<file path="config.mk">
export PLATFORM = sky130hd
export DESIGN_NAME = battery_bar_monitor
export DESIGN_NICKNAME = d
export VERILOG_FILES = /design/src/rtl/batt_mon_pkg.sv /design/src/rtl/bbm_bar_level.sv /design/src/rtl/bbm_warn_timer.sv /design/src/rtl/bbm_cutoff.sv /design/src/rtl/battery_bar_monitor.sv
export SDC_FILE = /design/constraint.sdc
export NUM_CORES = 1
export LEC_CHECK = 0
export ABC_CLOCK_PERIOD_IN_PS = 3150
export BUFFER_PORTS_ARGS = -buffer_cell sky130_fd_sc_hd__clkbuf_2
export CAP_MARGIN = 5
export CORE_UTILIZATION = 55
export DETAILED_ROUTE_END_ITERATION = 7
export GPL_TIMING_DRIVEN = 0
export MAX_ROUTING_LAYER = met4
export PLACE_DENSITY_LB_ADDON = 0.3
export SYNTH_ARGS = -nofsm -noshare
export SYNTH_HDL_FRONTEND = slang
export SYNTH_SLANG_ARGS = --single-unit
</file>
<file path="constraint.sdc">
create_clock -name clk -period 3.15 [get_ports clk]
set_input_delay 0.315 -clock clk [delete_from_list [all_inputs] [get_ports clk]]
set_output_delay 0.315 -clock clk [all_outputs]
set_load 0.02 [all_outputs]
</file>
<file path="src/rtl/batt_mon_pkg.sv">
package batt_mon_pkg;
  localparam int MV_W = 13;
  typedef logic [2:0] bar_t;
  localparam bar_t BAR_NONE = 3'd0;
endpackage

</file>
<file path="src/rtl/bbm_bar_level.sv">
module bbm_bar_level
  import batt_mon_pkg::*;
#(
  parameter int MW       = 13,
  parameter int TH2      = 3720,
  parameter int TH3      = 3770,
  parameter int TH4      = 3870,
  parameter int HYS      = 30,
  parameter int BLINK_MV = 3500
) (
  input  logic          clk,
  input  logic          rst_n,
  input  logic          smp_valid,
  input  logic [MW-1:0] smp_mv,
  output bar_t          bars,
  output logic          blink
);
  localparam int NTH = 3;
  localparam int EW  = MW + 1;

  function automatic int th_val(input int idx);
    case (idx)
      0:       return TH2;
      1:       return TH3;
      default: return TH4;
    endcase
  endfunction

  logic [NTH-1:0] ge_raw, ge_up;
  logic [EW-1:0]  mv_ext;
  bar_t           raw_lvl, up_lvl, nxt_lvl;

  assign mv_ext = {1'b0, smp_mv};

  for (genvar g = 0; g < NTH; g++) begin : g_cmp
    assign ge_raw[g] = mv_ext >= EW'(th_val(g));
    assign ge_up[g]  = mv_ext >= EW'(th_val(g) + HYS);
  end

  always_comb begin
    raw_lvl = bar_t'(1);
    up_lvl  = bar_t'(1);
    for (int i = 0; i < NTH; i++) begin
      if (ge_raw[i]) raw_lvl = raw_lvl + bar_t'(1);
      if (ge_up[i])  up_lvl  = up_lvl + bar_t'(1);
    end
    if (bars == BAR_NONE || raw_lvl < bars) nxt_lvl = raw_lvl;
    else if (up_lvl > bars)                 nxt_lvl = up_lvl;
    else                                    nxt_lvl = bars;
  end

  always_ff @(posedge clk or negedge rst_n) begin
    if (!rst_n) begin
      bars  <= BAR_NONE;
      blink <= 1'b0;
    end else if (smp_valid) begin
      bars  <= nxt_lvl;
      blink <= smp_mv <= MW'(BLINK_MV);
    end
  end

  // outputs move only after a taken reading
  assert_hold_idle_R1: assert property (@(posedge clk) disable iff (!rst_n)
    !$past(smp_valid) |-> ($stable(bars) && $stable(blink)));
  // level stays in its legal range
  assert_bar_range_R3: assert property (@(posedge clk) disable iff (!rst_n)
    bars <= 3'd4);
  // a rise needs the margin above the new level's limit
  assert_rise_margin_R5: assert property (@(posedge clk) disable iff (!rst_n)
    (bars > $past(bars) && $past(bars) != BAR_NONE) |->
      ({1'b0, $past(smp_mv)} >= EW'(th_val(int'(bars) - 2) + HYS)));
endmodule

</file>
<file path="src/rtl/bbm_warn_timer.sv">
module bbm_warn_timer #(
  parameter int MW        = 13,
  parameter int CALL_MV   = 3500,
  parameter int IDLE_MV   = 3460,
  parameter int CALL_SECS = 60,
  parameter int IDLE_SECS = 180
) (
  input  logic          clk,
  input  logic          rst_n,
  input  logic          smp_valid,
  input  logic [MW-1:0] smp_mv,
  input  logic          in_call,
  input  logic          tick_1s,
  output logic          warn
);
  localparam int MAXS = (CALL_SECS > IDLE_SECS) ? CALL_SECS : IDLE_SECS;
  localparam int CW   = $clog2(MAXS + 1);

  logic          armed;
  logic [CW-1:0] secs;
  logic [CW-1:0] period;
  logic          is_low, first_hit, keep;

  assign is_low    = smp_mv <= (in_call ? MW'(CALL_MV) : MW'(IDLE_MV));
  assign period    = in_call ? CW'(CALL_SECS) : CW'(IDLE_SECS);
  assign first_hit = smp_valid && is_low && !armed;
  assign keep      = armed && !(smp_valid && !is_low);

  always_ff @(posedge clk or negedge rst_n) begin
    if (!rst_n) begin
      armed <= 1'b0;
      secs  <= '0;
      warn  <= 1'b0;
    end else begin
      warn <= 1'b0;
      if (first_hit) begin
        armed <= 1'b1;
        secs  <= '0;
        warn  <= 1'b1;
      end else if (!keep) begin
        armed <= 1'b0;
        secs  <= '0;
      end else if (tick_1s) begin
        if (secs + CW'(1) >= period) begin
          secs <= '0;
          warn <= 1'b1;
        end else begin
          secs <= secs + CW'(1);
        end
      end
    end
  end

  // a warning is a single-cycle pulse (periods are at least 2)
  assert_pulse_single_R7: assert property (@(posedge clk) disable iff (!rst_n)
    warn |=> !warn);
  // every pulse follows a reading or a tick
  assert_pulse_cause_R7: assert property (@(posedge clk) disable iff (!rst_n)
    warn |-> ($past(smp_valid) || $past(tick_1s)));
endmodule

</file>
<file path="src/rtl/bbm_cutoff.sv">
module bbm_cutoff #(
  parameter int MW      = 13,
  parameter int WIDE_MV = 3100,
  parameter int STD_MV  = 3200
) (
  input  logic          clk,
  input  logic          rst_n,
  input  logic          smp_valid,
  input  logic [MW-1:0] smp_mv,
  input  logic          wide_talk,
  output logic          pwr_off
);
  logic [MW-1:0] limit;
  assign limit = wide_talk ? MW'(WIDE_MV) : MW'(STD_MV);

  always_ff @(posedge clk or negedge rst_n) begin
    if (!rst_n)                           pwr_off <= 1'b0;
    else if (smp_valid && smp_mv <= limit) pwr_off <= 1'b1;
  end

  // request is sticky
  assert_pwr_latch_R10: assert property (@(posedge clk) disable iff (!rst_n)
    pwr_off |=> pwr_off);
  // request rises only after a taken reading
  assert_pwr_cause_R10: assert property (@(posedge clk) disable iff (!rst_n)
    $rose(pwr_off) |-> $past(smp_valid));
endmodule

</file>
<file path="src/rtl/battery_bar_monitor.sv">
module battery_bar_monitor
  import batt_mon_pkg::*;
#(
  parameter int TH2_MV    = 3720,
  parameter int TH3_MV    = 3770,
  parameter int TH4_MV    = 3870,
  parameter int HYS_MV    = 30,
  parameter int BLINK_MV  = 3500,
  parameter int CALL_MV   = 3500,
  parameter int IDLE_MV   = 3460,
  parameter int CALL_SECS = 60,
  parameter int IDLE_SECS = 180,
  parameter int WIDE_MV   = 3100,
  parameter int STD_MV    = 3200
) (
  input  logic            clk,
  input  logic            rst_n,
  input  logic            smp_valid,
  output logic            smp_ready,
  input  logic [MV_W-1:0] smp_mv,
  input  logic            in_call,
  input  logic            wide_talk,
  input  logic            tick_1s,
  output logic [2:0]      bars,
  output logic            blink,
  output logic            warn,
  output logic            pwr_off
);
  assign smp_ready = 1'b1;

  bbm_bar_level #(
    .MW(MV_W), .TH2(TH2_MV), .TH3(TH3_MV), .TH4(TH4_MV),
    .HYS(HYS_MV), .BLINK_MV(BLINK_MV)
  ) u_level (
    .clk(clk), .rst_n(rst_n), .smp_valid(smp_valid), .smp_mv(smp_mv),
    .bars(bars), .blink(blink)
  );

  bbm_warn_timer #(
    .MW(MV_W), .CALL_MV(CALL_MV), .IDLE_MV(IDLE_MV),
    .CALL_SECS(CALL_SECS), .IDLE_SECS(IDLE_SECS)
  ) u_warn (
    .clk(clk), .rst_n(rst_n), .smp_valid(smp_valid), .smp_mv(smp_mv),
    .in_call(in_call), .tick_1s(tick_1s), .warn(warn)
  );

  bbm_cutoff #(
    .MW(MV_W), .WIDE_MV(WIDE_MV), .STD_MV(STD_MV)
  ) u_cut (
    .clk(clk), .rst_n(rst_n), .smp_valid(smp_valid), .smp_mv(smp_mv),
    .wide_talk(wide_talk), .pwr_off(pwr_off)
  );
endmodule

</file>
==> impl_metrics.yaml, run 1 <==
outcome:
  status: "finished clean"
worst_hold_path:
  hp-class: "in2reg"
  hold-path-endpoint: "u_warn.warn"
  min_path_cells: 3
  min_from: "tick_1s"
pwr:
  p_leak_nw: 0.8222
  power_uw: 779.3
  power.density_nw_per_um2: 431.3
  max-vdd-ir-drop_mv: 0.3334
global_routing:
  grt_pass1_vias: 1544
  grt_max_degree: 16
  grt_use_total: 0.2638
  grt_first_pass_wirelength_mm: 6.520
  grt-ovfl-total: 0
  antenna_found_initial: 0
sta:
  finalMaxSlewViolations: 0
  skew_ns: 0.001138
  worstMarginPinSlew_ns: 0.5650
  max_freq_ghz: 0.3493
  max_slew_margin: 0.6228
  finalSetupTns_ns: 0
  setup_viol: 0
  min_period_ns: 2.863
  fin_ws_ns: 0.2868
  hold_viol: 0
  grt_setup_unrepaired: "no"
  period_share: 0.9089
layout:
  final_cells: 252
  drive_above_1_share: 0.1584
  multi_input_area_um2: 1151
  nFillCells: 244
  antenna_cells: 0
  syn_to_final_growth_pct: 11.51
  regArea_um2: 375.4
  fin_nets: 262
synth:
  yosysTopAreaCellShare: 0.2317
  syn-cell-area_um2: 1620
  synth_top_area_cell: "dfrtp_1"
  synthCells: 194
  ys_warn_count: 0
  synth-seq-cells: 15
  synth_area_leaders: "dfrtp_1, ha_1, inv_1"
  yosysSeqAreaShare: 0.2317
  synth_edf_count: 0
  avgSynthCellArea_um2: 8.352
  synth.net_count: 234
  synth_flop_cell: "dfrtp_1"
  post-synth-top-count-cell: "ha_1"
  yosysUniqueCellTypes: 52
  synthArstFlopShare: 1.000
  ys_top_cells_by_count: "ha_1, inv_1, nor2_1"
job:
  maxCapViolCount: 0
detailed_routing:
  wl_per_cell_um: 14.81
  drt-initial-drc-count: 50
  ant_nets: 0
  num_vias: 1581
  drc: 0
  wirelength_mm: 3.733
  via_per_inst: 6.274
  firstDrtPassIters: 4
critical_path:
  cp_max_fo: 8
  worstReg2RegStart: "u_warn.secs[0]"
  cp-end-kind: "register"
  r2r-end: "u_warn.secs[0]"
  reg2reg_depth: 9
  cp.required_ns: 3.30
  path_class: "in2reg"
  r2r_setup_slack_ns: 0.59
  worst_ep_arrival_time_ns: 3.01
  startpoint_type: "input port"
placement:
  placedCellCount: 247
  portBuffers: 22
  preCtsSetupSlack_ns: 0.03183
  dp_hpwl_mm: 2.968
  gp_congestion: 0.9054
floorplan:
  core_area_um2: 2781
  die_x_um: 56.28
  row_count: 19
  initial_core_util: 0.5825
  die_h_um: 56.28
  dieArea_um2: 3167
  io_pins: 26
clocking:
  postCtsSetupBuffers: 0
  cts_buffer_depth: 2
  cts_hold_buffers: 1
  clk_latency_ns: 0.28
  clock-sinks: 15
  cts-root-buf: "clkbuf_4"
  cts_buffers: 3
  cts_tree: "built"
  cts_resized: 0
  h-tree-depth: 1
  clk_pin_slew_ns: 0.09
sequential cells by signal, indices dropped and copies added (netlist names):
signal / count
u_cut.pwr_off: 1
u_warn.armed: 1
u_warn.secs: 8
u_level.blink: 1
u_level.bars: 3
u_warn.warn: 1
cell usage in the layout, fill, tap and decap left out, types with 3 or more instances in the layout:
cell type,instances
nand2_1,11
o21a_1,4
o221ai_1,3
nand3_1,9
a22o_1,7
clkbuf_4,3
a211oi_1,3
nor2_1,18
clkbuf_1,3
ha_1,21
clkbuf_2,22
xnor2_1,5
dfrtp_1,15
nand4_1,4
nor2b_1,6
inv_1,20
a21oi_1,8
o21ai_0,10
logic make-up (layout without fill, tap and decap cells):
kind of cell / count (synthesis) / after routing / share of synthesized area
multiplexers: 2 / 2 / 0.01313
adder cells (fa/ha/maj): 21 / 21 / 0.1622
AND/OR/NAND/NOR: 63 / 63 / 0.2062
other: 1 / 1 / 0.002314
AO/OA/AOI/OAI: 61 / 61 / 0.2888
flip-flops: 15 / 15 / 0.2317
buffers and inverters: 24 / 51 / 0.05792
XOR/XNOR: 7 / 7 / 0.03784
through the flow:
| stage | utilization | area [um^2] | hold WS, ns |
|---|---|---|---|
| global route | 0.6496 | 1807 | 0.2942 |
| floorplan | - | 1620 | 0.01941 |
| global placement | 0.6361 | 1769 | 0.2391 |
| CTS | 0.6496 | 1807 | 0.2973 |
| detailed placement | 0.6361 | 1769 | 0.2503 |
| finish | 0.6496 | 1807 | 0.3002 |
final cells by class:
| class | count | share of cell area |
|---|---|---|
| Timing Repair Buffer | 23 | 0.06648 |
| Tap cell | 31 | 0.02147 |
| Inverter | 20 | 0.04155 |
| Sequential cell | 15 | 0.2078 |
| Buffer | 4 | 0.01039 |
| Multi-Input combinational cell | 155 | 0.6371 |
| Clock buffer | 3 | 0.01247 |
| Clock inverter | 1 | 0.002770 |
worst max-delay path, stage by stage:
cell and delay, ns:
clkbuf_1 0.16, nor2_1 0.24, nand4_1 0.15, o21ai_0 0.32, ha_1 0.21, inv_1 0.05, o21a_1 0.18, ha_1 0.31
nor2b_1 0.14, o21ai_0 0.11, a32oi_1 0.31, nand2_1 0.12, o311ai_1 0.40
power by group:
| part | internal, mW | total [mW] | switching (mW) |
|---|---|---|---|
| sequential | 0.219 | 0.248 | 0.0298 |
| clock | 0.0472 | 0.111 | 0.0634 |
| combinational | 0.163 | 0.420 | 0.258 |
how the worst max path moves through the flow:
stage / depth (start not counted) / from / end
after floorplan: 14 / smp_mv[8] / u_level.bars[2]
after global placement: 14 / smp_mv[8] / u_level.bars[2]
after detailed placement: 13 / smp_mv[8] / u_level.bars[0]
after CTS: 13 / smp_mv[8] / u_level.bars[0]
after global routing: 13 / smp_mv[8] / u_level.bars[0]
final: 13 / smp_mv[8] / u_level.bars[0]
per-layer routing:
layer	wire length [um]	track usage	up-vias	part of all wire
li1	-	-	775	-
met3	189	0.04378	6	0.051
met5	0	-	-	0
met1	1641	0.3128	739	0.44
met2	1843	0.4643	61	0.49
met4	58	0.06969	0	0.016
Note: power is estimated with default switching activity, not from simulation.
==> inputs of run 2 (changes only) <==
--- a/config.mk
+++ b/config.mk
@@ -9,6 +9,7 @@
 export BUFFER_PORTS_ARGS = -buffer_cell sky130_fd_sc_hd__clkbuf_2
 export CAP_MARGIN = 5
 export CORE_UTILIZATION = 55
+export CTS_BUF_LIST = sky130_fd_sc_hd__clkbuf_8
 export DETAILED_ROUTE_END_ITERATION = 7
 export GPL_TIMING_DRIVEN = 0
 export MAX_ROUTING_LAYER = met4
@@ -16,3 +17,4 @@
 export SYNTH_ARGS = -nofsm -noshare
 export SYNTH_HDL_FRONTEND = slang
 export SYNTH_SLANG_ARGS = --single-unit
+export TNS_END_PERCENT = 50
==> impl_metrics.yaml, run 2 (synthesized netlist as in run 1, its figures left out) <==
detailed_routing:
  num_vias: 1580
  via_per_inst: 6.270
  ant_nets: 0
  drc: 0
  firstDrtPassIters: 5
  wirelength_mm: 3.776
  wl_per_cell_um: 14.98
  drt-initial-drc-count: 34
outcome:
  status: "finished clean"
global_routing:
  grt_use_total: 0.2683
  grt_pass1_vias: 1536
  antenna_found_initial: 0
  grt_first_pass_wirelength_mm: 6.555
  met1_usage: 0.3142
  grt-ovfl-total: 0
  busiest_layer: "met2"
  grt_use_met2: 0.4660
  grt_max_degree: 16
  met3_usage: 0.05069
pwr:
  sw_frac_of_total: 0.4346
  combPwrFrac: 0.507
  max-vdd-ir-drop_mv: 0.4004
  p_int_uw: 469.5
  power.density_nw_per_um2: 454.9
  p_clk_frac: 0.193
  p_leak_nw: 0.8300
  seqPwrFrac: 0.300
  p_switching_uw: 360.9
  power_uw: 830.4
sta:
  worstMarginPinSlew_ns: 0.5623
  max_freq_ghz: 0.3440
  skew_ns: 0.001024
  setup_viol: 0
  max_slew_margin: 0.6246
  hold_viol: 0
  grt_setup_unrepaired: "no"
  min_period_ns: 2.907
  finalMaxSlewViolations: 0
  finalSetupTns_ns: 0
  period_share: 0.9228
placement:
  place_area_um2: 1769
  dp_hpwl_mm: 2.968
  gp_congestion: 0.9054
  portBuffers: 22
  placedCellCount: 247
clocking:
  h-tree-depth: 1
  cts-root-buf: "clkbuf_8"
  postCtsSetupBuffers: 0
  clk_latency_ns: 0.25
  cts_tree: "built"
  clock-sinks: 15
  cts_buffers: 3
  clk_pin_slew_ns: 0.06
  cts_buffer_depth: 2
layout:
  regArea_um2: 375.4
  drive_above_1_share: 0.1584
  biggestRegsByFlops: "u_warn.secs x8, u_level.bars x3"
  multi_input_area_um2: 1151
  layout_common_cells: "clkbuf_2, ha_1, inv_1"
  fin_nets: 262
  largest_register: "u_warn.secs"
  finish.instance_area_um2: 1826
  antenna_cells: 0
  layout_commonest_cell: "clkbuf_2"
  largest_reg_flops: 8
  nFillCells: 239
  syn_to_final_growth_pct: 12.66
  final_cells: 252
critical_path:
  r2r-end: "u_warn.secs[0]"
  worstReg2RegStart: "u_warn.secs[0]"
  path_class: "in2reg"
  r2r_setup_slack_ns: 0.58
  reg2reg_depth: 9
  cp_max_fo: 8
  worst_ep_arrival_time_ns: 3.01
  cp.required_ns: 3.25
  cp-end-kind: "register"
  startpoint_type: "input port"
  crit_start: "smp_mv[8]"
worst_hold_path:
  hp-class: "in2reg"
  min_path_cells: 3
  min_from: "tick_1s"
  hold-path-endpoint: "u_warn.warn"
floorplan:
  die_x_um: 56.28
  die_h_um: 56.28
  core_area_um2: 2781
  row_count: 19
  io_pins: 26
  initial_core_util: 0.5825
  dieArea_um2: 3167
job:
  maxCapViolCount: 0
-- run 2: cell counts in the layout (fill, tap and decap cells not counted) --
Identical to the previous run, type by type.
-- run 2: layout make-up --
class | count | area share
inverters | 20 | 0.04112
clock inverters | 1 | 0.002742
plain buffers | 4 | 0.01028
flip-flops and latches | 15 | 0.2056
multi-input cells | 155 | 0.6306
clock buffers | 3 | 0.02262
repair buffers | 23 | 0.06580
well taps | 31 | 0.02125
-- run 2: power by group through the flow --
| stage | sequential, mW | clock [mW] | combinational (mW) |
|---|---|---|---|
| after floorplan | 0.271 | 0 | 0.273 |
| after detailed placement | 0.253 | 0 | 0.411 |
| final | 0.249 | 0.160 | 0.421 |
| after global routing | 0.252 | 0.171 | 0.470 |
| after global placement | 0.250 | 0 | 0.387 |
| after CTS | 0.249 | 0.162 | 0.413 |
-- run 2: worst max-delay path, stage by stage --
cell       delay, ns
clkbuf_1        0.16
nor2_1          0.24
nand4_1         0.16
o31ai_1         0.44
inv_1           0.09
ha_1            0.20
mux2i_1         0.21
ha_1            0.28
o21a_1          0.17
o32ai_1         0.23
inv_1           0.15
o2111ai_1       0.16
o311ai_1        0.19
-- run 2: worst max-delay path by stage --
stage / end / slack, ns / cells past startpoint
final: u_level.bars[0] / 0.24 / 13
after global routing: u_level.bars[0] / 0.06 / 13
after CTS: u_level.bars[0] / 0.30 / 13
after detailed placement: u_level.bars[0] / 0.03 / 13
after global placement: u_level.bars[2] / 0.1 / 14
after floorplan: u_level.bars[2] / 0.40 / 14
-- run 2: routing by layer --
layer  up-vias  routed length (um)  part of all wire
met4         0                  73             0.019
met3         8                 220             0.058
met1       728                1655              0.44
li1        775                   -                 -
met5         -                   0                 0
met2        69                1827              0.48
-- run 2: metrics by stage --
| step | setup slack, ns | hold WS, ns | utilization |
|---|---|---|---|
| after floorplan | 0.3970 | 0.01941 | - |
| after detailed placement | 0.03183 | 0.2503 | 0.6361 |
| after CTS | 0.3020 | 0.3394 | 0.6563 |
| after global routing | 0.05813 | 0.3457 | 0.6563 |
| final | 0.2431 | 0.3363 | 0.6563 |
| after global placement | 0.09837 | 0.2391 | 0.6361 |
-- run 2: what timing repair did --
item,4_1_cts,5_1_grt
hold buffers,1,0
endpoints found under the setup margin,0,2
hold endpoints to repair,15,0
gates resized for setup,0,1
==> inputs of run 3 (changes only) <==
--- a/config.mk
+++ b/config.mk
@@ -12,7 +12,6 @@
 export CTS_BUF_LIST = sky130_fd_sc_hd__clkbuf_8
 export DETAILED_ROUTE_END_ITERATION = 7
 export GPL_TIMING_DRIVEN = 0
-export MAX_ROUTING_LAYER = met4
 export PLACE_DENSITY_LB_ADDON = 0.3
 export SYNTH_ARGS = -nofsm -noshare
 export SYNTH_HDL_FRONTEND = slang
==> impl_metrics.yaml, run 3 (synthesized netlist as in run 1, its figures left out) <==
sta:
  hold_viol: 0
  hold_slack_ns: 0.3486
  setup_viol: 0
  period_share: 0.8921
  max_freq_ghz: 0.3559
  finalMaxSlewViolations: 0
  grt_setup_unrepaired: "no"
  min_period_ns: 2.810
  max_slew_margin: 0.6394
  fin_ws_ns: 0.3400
  worstMarginPinSlew_ns: 0.5401
  finalSetupTns_ns: 0
  skew_ns: 0.005919
pwr:
  p_leak_nw: 0.8319
  sw_frac_of_total: 0.4286
  power.density_nw_per_um2: 453.4
  max-vdd-ir-drop_mv: 0.4359
  seqPwrFrac: 0.298
  p_clk_frac: 0.186
  p_switching_uw: 357.1
  combPwrFrac: 0.515
  p_int_uw: 476.2
  power_uw: 833.3
critical_path:
  cp_max_fo: 8
  path_class: "in2reg"
  cp-end-kind: "register"
  critPathSlowestCell: "o31ai_2"
  r2r_setup_slack_ns: 0.65
  slowest_delay_ns: 0.35
  crit_buf_inv: 3
  cp_cell_sequence: "clkbuf_1, nor2_1, nand4_1, o31ai_2, inv_1, ha_1, mux2i_1, ha_1, o21a_1, o32ai_1, inv_1, o2111ai_1, o311ai_1"
  cpLargestDelayFamily: "compound AO/OA/AOI/OAI gates"
  startpoint_type: "input port"
  cp.required_ns: 3.25
  worst_ep_arrival_time_ns: 2.91
floorplan:
  die_x_um: 56.28
  core_area_um2: 2781
  initial_core_util: 0.5825
  dieArea_um2: 3167
  die_h_um: 56.28
  io_pins: 26
  row_count: 19
global_routing:
  antenna_found_initial: 0
  grt-ovfl-total: 0
  met3_usage: 0.04839
  grt_max_degree: 16
  grt_use_total: 0.2574
  grt_first_pass_wirelength_mm: 6.486
  grt_pass1_vias: 1516
  grt_use_met2: 0.4439
  met1_usage: 0.3240
  busiest_layer: "met2"
clocking:
  postCtsSetupBuffers: 0
  clk_latency_ns: 0.25
  h-tree-depth: 1
  cts_buffers: 3
  clock-sinks: 15
  clk_pin_slew_ns: 0.06
  cts_tree: "built"
  cts-root-buf: "clkbuf_8"
  cts_buffer_depth: 2
worst_hold_path:
  hp-class: "in2reg"
layout:
  nFillCells: 235
  largest_register: "u_warn.secs"
  multi_input_area_um2: 1164
  antenna_cells: 0
  biggestRegsByFlops: "u_warn.secs x8, u_level.bars x3"
  layout_common_cells: "clkbuf_2, ha_1, inv_1"
  syn_to_final_growth_pct: 13.44
  final_cells: 252
  drive_above_1_share: 0.1674
  finish.instance_area_um2: 1838
  fin_nets: 262
  regArea_um2: 375.4
  final_util: 0.6608
  largest_reg_flops: 8
  layout_commonest_cell: "clkbuf_2"
placement:
  preCtsSetupSlack_ns: 0.04146
  placedCellCount: 247
  dp_hpwl_mm: 2.905
  place_area_um2: 1769
  portBuffers: 22
  gp_congestion: 0.8935
detailed_routing:
  via_per_inst: 6.238
  wl_per_cell_um: 14.77
  drt-initial-drc-count: 69
  ant_nets: 0
  firstDrtPassIters: 4
  drc: 0
  wirelength_mm: 3.722
  num_vias: 1572
outcome:
  status: "finished clean"
job:
  maxCapViolCount: 0
## run 3: final timing paths
path                           startpoint         endpoint  cells past startpoint
max in group asynchronous           rst_n   u_warn.secs[6]                      2
setup reg to reg           u_warn.secs[2]   u_warn.secs[0]                      9
min in group asynchronous           rst_n   u_warn.secs[0]                      2
setup / recovery                smp_mv[8]  u_level.bars[0]                     13
hold / removal                    tick_1s      u_warn.warn                      3
hold reg to reg             u_cut.pwr_off    u_cut.pwr_off                      1
## run 3: area by class of cell
class                           instances  share of cell area
Buffer                                  4             0.01021
Clock buffer                            3             0.02246
Clock inverter                          1            0.002723
Inverter                               20             0.04084
Multi-Input combinational cell        155              0.6331
Sequential cell                        15              0.2042
Tap cell                               31             0.02110
Timing Repair Buffer                   23             0.06535
## run 3: what timing repair did
| item | CTS | global route |
|---|---|---|
| resized for setup | 0 | 3 |
| endpoints found under the setup margin | 0 | 3 |
| hold buffers | 1 | 0 |
| hold endpoints to repair | 15 | 0 |
## run 3: worst min-delay path, stage by stage
cell,delay (ns)
clkbuf_2,0.10
nand3_1,0.08
a21oi_1,0.06
## run 3: layer usage
layer | share of wire | wire (um)
met1 | 0.47 | 1764
met2 | 0.47 | 1743
met3 | 0.038 | 143
met4 | 0.019 | 70
met5 | 0 | 0
## run 3: power by group through the flow
stage	Sequential [mW]	Combinational, mW	Clock [mW]
5_1_grt	0.253	0.484	0.166
3_5_place_dp	0.253	0.409	0
3_3_place_gp	0.250	0.387	0
2_1_floorplan	0.271	0.273	0
4_1_cts	0.249	0.412	0.160
6_report	0.249	0.429	0.155
